### src/rtl/sarx_pkg.sv
package sarx_pkg;

  localparam int ATTR_W = 32;

  // decoded receive configuration
  typedef struct packed {
    logic       pcm;     // PCM framing
    logic       wide;    // 24-bit request (ignored in PCM)
    logic       mono;    // deliver the low slot only
    logic [7:0] offset;  // bit clocks from word edge to MSB
    logic [3:0] src;     // serial data line index
  } rx_cfg_t;

  function automatic rx_cfg_t decode_attr(input logic [ATTR_W-1:0] a);
    rx_cfg_t c;
    c.pcm    = (a[1:0] == 2'b01);
    c.wide   = (a[3:2] == 2'b10);
    c.mono   = (a[6:4] == 3'b001);
    c.offset = a[15:8];
    c.src    = a[23:20];
    return c;
  endfunction

endpackage

### src/rtl/sarx_sync.sv
module sarx_sync #(
  parameter int WIDTH  = 4,
  parameter int STAGES = 2
) (
  input  logic             clk,
  input  logic             rst,
  input  logic [WIDTH-1:0] din,
  output logic [WIDTH-1:0] dout
);

  logic [WIDTH-1:0] stage_q [STAGES];

  genvar s;
  generate
    for (s = 0; s < STAGES; s++) begin : g_stage
      always_ff @(posedge clk) begin
        if (rst) begin
          stage_q[s] <= '0;
        end else if (s == 0) begin
          stage_q[s] <= din;
        end else begin
          stage_q[s] <= stage_q[(s == 0) ? 0 : s-1];
        end
      end
    end
  endgenerate

  assign dout = stage_q[STAGES-1];

endmodule

### src/rtl/sarx_slot_ctrl.sv
module sarx_slot_ctrl
  import sarx_pkg::*;
#(
  parameter int CNT_W = 9,
  parameter int LO_W  = 16,
  parameter int HI_W  = 24
) (
  input  logic    clk,
  input  logic    rst,
  input  logic    tick,       // bit clock rising edge seen this cycle
  input  logic    ws_s,       // synchronized word-select
  input  logic    en,
  input  rx_cfg_t cfg,
  output logic    cap,        // take the data bit this cycle
  output logic    last,       // this bit completes the sample
  output logic    slot_high   // slot began with word-select high
);

  logic             ws_prev_q;
  logic             locked_q;
  logic             ch_q;
  logic [CNT_W-1:0] cnt_q;
  logic [CNT_W-1:0] pos;
  logic [CNT_W-1:0] rel;
  logic [CNT_W-1:0] off_ext;
  logic [CNT_W-1:0] prec_len;
  logic             edge_hit;
  logic             active;
  logic             in_win;

  always_comb begin
    if (cfg.pcm) edge_hit = tick & ws_s & ~ws_prev_q;
    else         edge_hit = tick & (ws_s ^ ws_prev_q);
  end

  always_comb begin
    if (edge_hit)          pos = '0;
    else if (&cnt_q)       pos = cnt_q;
    else                   pos = cnt_q + 1'b1;
  end

  assign off_ext  = CNT_W'(cfg.offset);
  assign prec_len = (cfg.wide && !cfg.pcm) ? CNT_W'(HI_W) : CNT_W'(LO_W);
  assign rel      = pos - off_ext;
  assign in_win   = (pos >= off_ext) && (rel < prec_len);
  assign active   = en & (locked_q | edge_hit);

  assign cap       = tick & active & in_win;
  assign last      = cap & (rel == prec_len - 1'b1);
  assign slot_high = edge_hit ? ws_s : ch_q;

  always_ff @(posedge clk) begin
    if (rst) begin
      ws_prev_q <= 1'b0;
      locked_q  <= 1'b0;
      ch_q      <= 1'b0;
      cnt_q     <= '0;
    end else begin
      if (!en)           locked_q <= 1'b0;
      else if (edge_hit) locked_q <= 1'b1;
      if (tick) begin
        ws_prev_q <= ws_s;
        cnt_q     <= pos;
      end
      if (edge_hit) ch_q <= ws_s;
    end
  end

endmodule

### src/rtl/sarx_assembler.sv
module sarx_assembler #(
  parameter int DATA_W = 32,
  parameter int LO_W   = 16,
  parameter int HI_W   = 24
) (
  input  logic              clk,
  input  logic              rst,
  input  logic              cap,
  input  logic              last,
  input  logic              bit_in,
  input  logic              wide,
  input  logic              emit_ok,
  input  logic              chan,
  output logic              out_valid,
  output logic [DATA_W-1:0] out_data,
  output logic              out_right
);

  logic [HI_W-1:0]   sh_q;
  logic [HI_W-1:0]   nxt;
  logic [DATA_W-1:0] word_lo;
  logic [DATA_W-1:0] word_hi;

  assign nxt     = {sh_q[HI_W-2:0], bit_in};
  assign word_lo = {{(DATA_W-LO_W){nxt[LO_W-1]}}, nxt[LO_W-1:0]};
  assign word_hi = {{(DATA_W-HI_W){nxt[HI_W-1]}}, nxt};

  always_ff @(posedge clk) begin
    if (rst) begin
      sh_q      <= '0;
      out_valid <= 1'b0;
      out_data  <= '0;
      out_right <= 1'b0;
    end else begin
      out_valid <= 1'b0;
      if (cap) sh_q <= nxt;
      if (last && emit_ok) begin
        out_valid <= 1'b1;
        out_data  <= wide ? word_hi : word_lo;
        out_right <= chan;
      end
    end
  end

endmodule

### src/rtl/serial_audio_rx.sv
module serial_audio_rx
  import sarx_pkg::*;
#(
  parameter int NUM_LINES   = 4,
  parameter int SYNC_STAGES = 2,
  parameter int CNT_W       = 9,
  parameter int LO_W        = 16,
  parameter int HI_W        = 24,
  parameter int DATA_W      = 32
) (
  input  logic                 clk,
  input  logic                 rst,
  input  logic                 rx_en,
  input  logic [ATTR_W-1:0]    rx_attr,
  input  logic                 sck,
  input  logic                 ws,
  input  logic [NUM_LINES-1:0] sd,
  output logic                 out_valid,
  output logic [DATA_W-1:0]    out_data,
  output logic                 out_right
);

  localparam int SYNC_W = NUM_LINES + 2;

  rx_cfg_t              cfg;
  logic [SYNC_W-1:0]    sync_out;
  logic                 sck_s;
  logic                 ws_s;
  logic [NUM_LINES-1:0] sd_s;
  logic                 sck_d_q;
  logic                 tick;
  logic                 sd_sel;
  logic                 cap;
  logic                 last;
  logic                 slot_high;
  logic                 emit_ok;
  logic                 unused_attr;

  assign cfg         = decode_attr(rx_attr);
  assign unused_attr = ^{rx_attr[31:24], rx_attr[19:16], rx_attr[7]};

  sarx_sync #(.WIDTH(SYNC_W), .STAGES(SYNC_STAGES)) i_sync (
    .clk  (clk),
    .rst  (rst),
    .din  ({sck, ws, sd}),
    .dout (sync_out)
  );

  assign {sck_s, ws_s, sd_s} = sync_out;

  always_ff @(posedge clk) begin
    if (rst) sck_d_q <= 1'b0;
    else     sck_d_q <= sck_s;
  end

  assign tick = sck_s & ~sck_d_q;

  always_comb begin
    sd_sel = 1'b0;
    for (int i = 0; i < NUM_LINES; i++) begin
      if (cfg.src == 4'(i)) sd_sel = sd_s[i];
    end
  end

  sarx_slot_ctrl #(.CNT_W(CNT_W), .LO_W(LO_W), .HI_W(HI_W)) i_slot (
    .clk       (clk),
    .rst       (rst),
    .tick      (tick),
    .ws_s      (ws_s),
    .en        (rx_en),
    .cfg       (cfg),
    .cap       (cap),
    .last      (last),
    .slot_high (slot_high)
  );

  assign emit_ok = cfg.pcm | ~cfg.mono | ~slot_high;

  sarx_assembler #(.DATA_W(DATA_W), .LO_W(LO_W), .HI_W(HI_W)) i_asm (
    .clk       (clk),
    .rst       (rst),
    .cap       (cap),
    .last      (last),
    .bit_in    (sd_sel),
    .wide      (cfg.wide & ~cfg.pcm),
    .emit_ok   (emit_ok),
    .chan      (slot_high & ~cfg.pcm),
    .out_valid (out_valid),
    .out_data  (out_data),
    .out_right (out_right)
  );

endmodule

### config.mk
export PLATFORM = sky130hd
export DESIGN_NAME = serial_audio_rx
export DESIGN_NICKNAME = d
export VERILOG_FILES = /design/src/rtl/sarx_pkg.sv /design/src/rtl/sarx_sync.sv /design/src/rtl/sarx_slot_ctrl.sv /design/src/rtl/sarx_assembler.sv /design/src/rtl/serial_audio_rx.sv
export SDC_FILE = /design/constraint.sdc
export NUM_CORES = 1
export LEC_CHECK = 0
export BUFFER_PORTS_ARGS = -buffer_cell sky130_fd_sc_hd__buf_2
export CORE_ASPECT_RATIO = 1.1
export CORE_MARGIN = 1
export CORE_UTILIZATION = 59
export DETAILED_ROUTE_END_ITERATION = 6
export PLACE_DENSITY = 0.86
export SLEW_MARGIN = 25
export SYNTH_ARGS = -nofsm -noshare
export SYNTH_HDL_FRONTEND = slang
export SYNTH_HIERARCHICAL = 1
export SYNTH_SLANG_ARGS = --single-unit
export TNS_END_PERCENT = 100
### constraint.sdc
create_clock -name clk -period 6.9 [get_ports clk]
set_input_delay 0 -clock clk [delete_from_list [all_inputs] [get_ports clk]]
set_output_delay 0 -clock clk [all_outputs]
set_load 0.02 [all_outputs]
# Word-level counts from Yosys, hierarchy flattened
# Memory sizes are Yosys's and may differ from the RTL's.
# Cells that the tools add are included.
# classes
bitwise	22
n_addsub	3
magnitude_cmp	2
muxes	16
n_reduce_logical	7
n_eq_ne	7
# op_table
cell	n
2-to-1 mux 32 bit	1
2-to-1 mux 9 bit	2
2-to-1 mux 6 bit	2
AND 1 bit	10
2-to-1 mux 1 bit	10
adder 9 x 1 -> 9 bit (second input constant)	1
== test 9 bit	1
>= comparator 9 x 8 -> 1 bit	1
less-than comparator 9 bit	1
AND reduction 9 bit	1
subtractor 9 x 1 -> 9 bit (second input constant)	1
subtractor 9 x 8 -> 9 bit	1
== test 4 x 2 -> 1 bit (second input constant)	2
inverter 1 bit	6
OR 1 bit	5
== test 4 x 1 -> 1 bit (second input constant)	1
logical NOT 4 bit	1
2-to-1 mux 4 bit	1
== test 3 x 1 -> 1 bit (second input constant)	1
logical AND 1 bit	3
== test 2 x 1 -> 1 bit (second input constant)	1
== test 2 bit (second input constant)	1
OR reduction 2 bit	1
logical NOT 1 bit	1
bitwise XOR 1 bit	1
# totals
mem_bits_rw	12
wordCells	67
in_bits	41
out_inout_bits	34
reg_bits	70
memories	1
# mem_list
name	words	word_bits	read_ports	rd_ports_with_merged_regs	wr	line_no	source
i_sync.stage_q	2	6	2	0	2	sarx_sync.sv:11	logic [WIDTH-1:0] stage_q [STAGES];

# Longest topological paths before layout
# depth
depth_word	13
depth_mapped	20
ltp_nobuf	17

# Hierarchy
# The synthesis kept the hierarchy.
# modules_own_cells
mod	cells_each	area_per_inst_um2	seq_area_each_um2	instances
sarx_assembler	202	2048.2	980.9	1
sarx_slot_ctrl	147	1137.3	240.2	1
sarx_sync	25	366.6	240.2	1
serial_audio_rx	12	103.8	20.0	1

# Worst setup path after synthesis
# Ideal clock, no wire load.
# synth_path
kind	register -> register
from	reg i_slot.cnt_q[0]
to	reg i_asm.out_data[30]
t_required_ns	6.812
path_buffers	2
setup_time_ns	0.088
arrival_time_ns	3.792
path_stages_with_launch	17
period_less_slack_ns	3.881
path_slack_ns	3.019
path_cell_list	dfxtp_1 ha_1 and3_1 nand3_1 and3_1 nor3_1 ha_1 o21a_1 o31a_1 o32ai_1 nand2_1 a211o_1 a2111oi_2 buf_6 buf_2 a21oi_1 a311oi_2
# synth_via
elab_chain_len	9
elab_cells_between_ends	12
cone_classes	add/sub: 2; order compare: 2; eq/ne: 1; mux: 2; bitwise: 2; reduce/logical: 3
# synth_rtl
item	line_no	source
start, declared	sarx_slot_ctrl.sv:22	logic [CNT_W-1:0] cnt_q;
start signal, assigned	sarx_slot_ctrl.sv:63	cnt_q <= pos;
adder 9 x 1 -> 9 bit / AND reduction 9 bit (equally long branches)	sarx_slot_ctrl.sv:39, sarx_slot_ctrl.sv:38	
2-to-1 mux 9 bit (*)	sarx_slot_ctrl.sv:38	else if (&cnt_q) pos = cnt_q;
2-to-1 mux 9 bit (*)	sarx_slot_ctrl.sv:37	if (edge_hit) pos = '0;
named net i_slot.pos[2]	sarx_slot_ctrl.sv:23	logic [CNT_W-1:0] pos;
subtractor 9 x 8 -> 9 bit	sarx_slot_ctrl.sv:44	assign rel = pos - off_ext;
less-than comparator 9 bit	sarx_slot_ctrl.sv:45	assign in_win = (pos >= off_ext) && (rel < prec_len);
logical AND 1 bit	sarx_slot_ctrl.sv:45	
AND 1 bit	sarx_slot_ctrl.sv:48	assign cap = tick & active & in_win;
AND 1 bit (*)	sarx_slot_ctrl.sv:49	assign last = cap & (rel == prec_len - 1'b1);
named net last	serial_audio_rx.sv:34	logic last;
logical AND 1 bit (*)	sarx_assembler.sv:37	if (last && emit_ok) begin
end signal, assigned	sarx_assembler.sv:39	out_data <= wide ? word_hi : word_lo;
end, declared	sarx_assembler.sv:15	output logic [DATA_W-1:0] out_data,
# Mark *: on every way through the listed nets, which the timed path passes. The rest lies on a longest branch.
# A chain may end at the register's enable or synchronous reset.

==> run_results.csv <==
group,metric,value,unit
outcome,status,"complete, no violations",
synth,synth_top_cell_by_area,"dfxtp_1",
setup_path,reg2reg_to,"i_asm/out_data[16]$_SDFFE_PP0P_",
pwr,p_per_area,203,nW/um2
clock_tree,post_cts_resized,0,
setup_path,worst_ep_arrival_time,5.20,ns
clock_tree,cts_tree,"done",
route,ant_nets,0,
synth,ys_types,55,
setup_path,cp.buffers_inverters,2,
finish,layout-drive-gt1-share,0.292,
pwr,leakage,1.72,nW
timing,final_max_slew_viol_count,0,
floorplanning,io_pins,75,
setup_path,cp.depth,14,
synth,synthFlopType,"dfxtp_1",
clock_tree,cts_buffers,9,
timing,finalHoldViolCount,0,
setup_path,ff2ff_path_depth,14,
timing,relSlewSlack,0.408,
synth,synthArstFlopShare,0,
setup_path,worst_setup_path_start_kind,"register",
grt,grt_pass1_wl,12400,um
setup_path,crit_path_start,"i_sync/stage_q[1][5]$_SDFF_PP0_",
synth,synth_area,3660,um2
synth,yosysSeqAreaShare,0.405,
synth,synth_cells,386,
hold_path,hp-class,"input port to register",
synth,synth_enable_flop_cells,0,
grt,grt_max_degree,75,
synth,synth_top_cell_area_share,0.405,
floorplanning,initial_utilization,0.622,
synth,syn_nets,438,
setup_path,cp_slowest_cell,"nor2b_1",
place,gp_congestion,0.819,
place,io_buffers,61,
grt,antenna_found_initial,0,
grt,first_global_vias,2766,
setup_path,crit_end,"i_asm/out_data[16]$_SDFFE_PP0P_",
timing,setup_viol,0,
floorplanning,die_area,6520,um2
flow_run,cap_violations,0,
setup_path,regToRegSetupSlack,1.96,ns
timing,period_share,0.716,
pwr,finalPower,0.853,mW
timing,setup_tns,0,ns
setup_path,worstPathCellList,"nor2b_1, buf_4, a31o_2, nor2_1, ha_1, nor2b_1, o31a_1, o32ai_1, nand2_1, a211o_1, a2111oi_4, buf_4, a21oi_1, a311oi_2",
clock_tree,cts_root_buf,"clkbuf_8",
floorplanning,coreArea,5880,um2
floorplanning,die_height,84.6,um
finish,syn_to_final_growth,14.8,%
setup_path,rr_startpoint,"i_sync/stage_q[1][5]$_SDFF_PP0_",
synth,synth_area_leaders,"dfxtp_1 41%, mux2i_1 8.8%, a21oi_1 4.9%",
route,drtIter0Drc,156,
route,drc,0,
timing,worst_slew_pin_slew,0.887,ns
synth,synthTopCellsByCount,"74 x dfxtp_1, 44 x nor2_1, 36 x a21oi_1",
finish,diodes,0,
clock_tree,path_clk_slew,0.08,ns
setup_path,path_delay_family,"compound AO/OA/AOI/OAI gates",
finish,nNetsFinal,489,
setup_path,cpPeakStageDelay,0.71,ns
synth,ys_seq_elements,74,
grt,grtUsageTotal,0.245,
floorplanning,num_rows,29,
grt,grt_overflow,0,
timing,fmax,0.202,GHz
timing,period_minus_slack,4.94,ns
route,via_count,2875,
place,hpwl,4820,um
clock_tree,clock-sinks,74,
setup_path,critPathRequiredTime,7.16,ns
synth,synth_most_common_cell,"dfxtp_1",
timing,rsz0062_at_grt,"no",
pwr,vdd_ir_drop_max,193,uV
finish,regArea,1480,um2
floorplanning,die_w,77.1,um
clock_tree,htreeDepth,3,
route,post_drt_wl_per_cell,14.5,um
clock_tree,clk_latency,0.35,ns
setup_path,critPathMaxFanout,23,
route,viasPerCell,5.54,
timing,finClkSkew,0.00838,ns
route,wirelength,7530,um
finish,nFillCells,447,
setup_path,cp-end-kind,"register",
route,dr.pass1.iters,4,
clock_tree,clockBufferDepth,2,
setup_path,critical_path_class,"register to register",
synth,yosysWarnings,6,
synth,avgSynthCellArea,9.47,um2
finish,multi_input_area,1920,um2
[registers in the layout (all words and copies together) (netlist names)]
signal	count
i_slot/ws_prev_q	1
i_asm/out_data	24
i_asm/out_right	1
i_slot/locked_q	1
i_slot/ch_q	1
i_sync/stage_q	12
sck_d_q	1
i_asm/sh_q	23
i_slot/cnt_q	9
i_asm/out_valid	1
[layout by cell type, fill, tap and decap left out, drive strengths merged, types with 9 or more instances in the layout]
master / n
inv: 13
dfxtp: 74
ha: 10
a21oi: 36
mux2i: 32
clkbuf: 10
nand2: 13
a311oi: 9
nand3: 22
a21bo: 17
dlygate4sd3: 9
nor2b: 17
buf: 67
nor2: 44
[kinds of logic (layout without fill, tap and decap cells)]
kind of cell             Yosys count  after routing  synth area share
flip-flops                        74             74             0.405
multiplexers                      33             33            0.0938
AO/OA/AOI/OAI                     82             82             0.175
AND/OR/NAND/NOR                  130            130             0.193
adder cells (fa/ha/maj)           11             11            0.0397
buffers and inverters             48            104            0.0749
XOR/XNOR                           8              8            0.0192
[what timing repair did]
item / CTS / global route
setup buffers: 0 / 0
hold endpoints to repair: 8 / 0
hold buffers: 9 / 0
[worst min-delay path by stage]
stage,startpoint,end,slack (ns),depth (start not counted)
after floorplan,rst,i_slot/ch_q$_SDFF_PP0_,0.07,1
after global placement,sd[3],i_sync/stage_q[0][3]$_SDFF_PP0_,0.21,2
after detailed placement,ws,i_sync/stage_q[0][4]$_SDFF_PP0_,0.21,2
after CTS,rx_attr[22],i_asm/sh_q[0]$_SDFFE_PP0P_,0.008,4
after global routing,rx_attr[22],i_asm/sh_q[0]$_SDFFE_PP0P_,0.06,4
final,rx_attr[22],i_asm/sh_q[0]$_SDFFE_PP0P_,0.03,4
[worst register-to-register path, delay by kind of cell (launching register included)]
kind / cells / cell delay [ns]
AND/OR/NAND/NOR: 4 / 1.10
AO/OA/AOI/OAI: 7 / 2.48
adder cells (fa/ha/maj): 1 / 0.28
buffers and inverters: 2 / 0.67
flip-flops: 1 / 0.33
[where the power goes]
part | switching, mW | internal, mW | total (mW)
Sequential | 0.00201 | 0.431 | 0.433
Combinational | 0.0272 | 0.0248 | 0.0521
Clock | 0.164 | 0.205 | 0.368
Total | 0.193 | 0.660 | 0.853
[layer usage]
metal	wire length [um]	track usage
met4	101	0.103
met1	3290	0.284
met2	3850	0.433
met3	281	0.0554
met5	0	0
[metrics by stage]
stage                     instance area (um2)  hold slack, ns  cells  setup WS, ns  utilization
after floorplan                          3660          0.0716    386          3.02            -
after global placement                   3880           0.211    493          1.82        0.660
after detailed placement                 3880           0.212    493          1.66        0.660
after CTS                                4190         0.00848    518          1.57        0.713
after global routing                     4200          0.0601    519          1.61        0.714
final                                    4200          0.0308    519          1.96        0.714
[cell type report]
type,count,area share
multi-input combinational,264,0.457
clock inverter,6,0.0215
timing repair buffer,76,0.105
clock buffer,10,0.0304
tap,77,0.0230
sequential,74,0.353
inverter,12,0.0107
No activity file was read; power rests on OpenSTA's default activity.
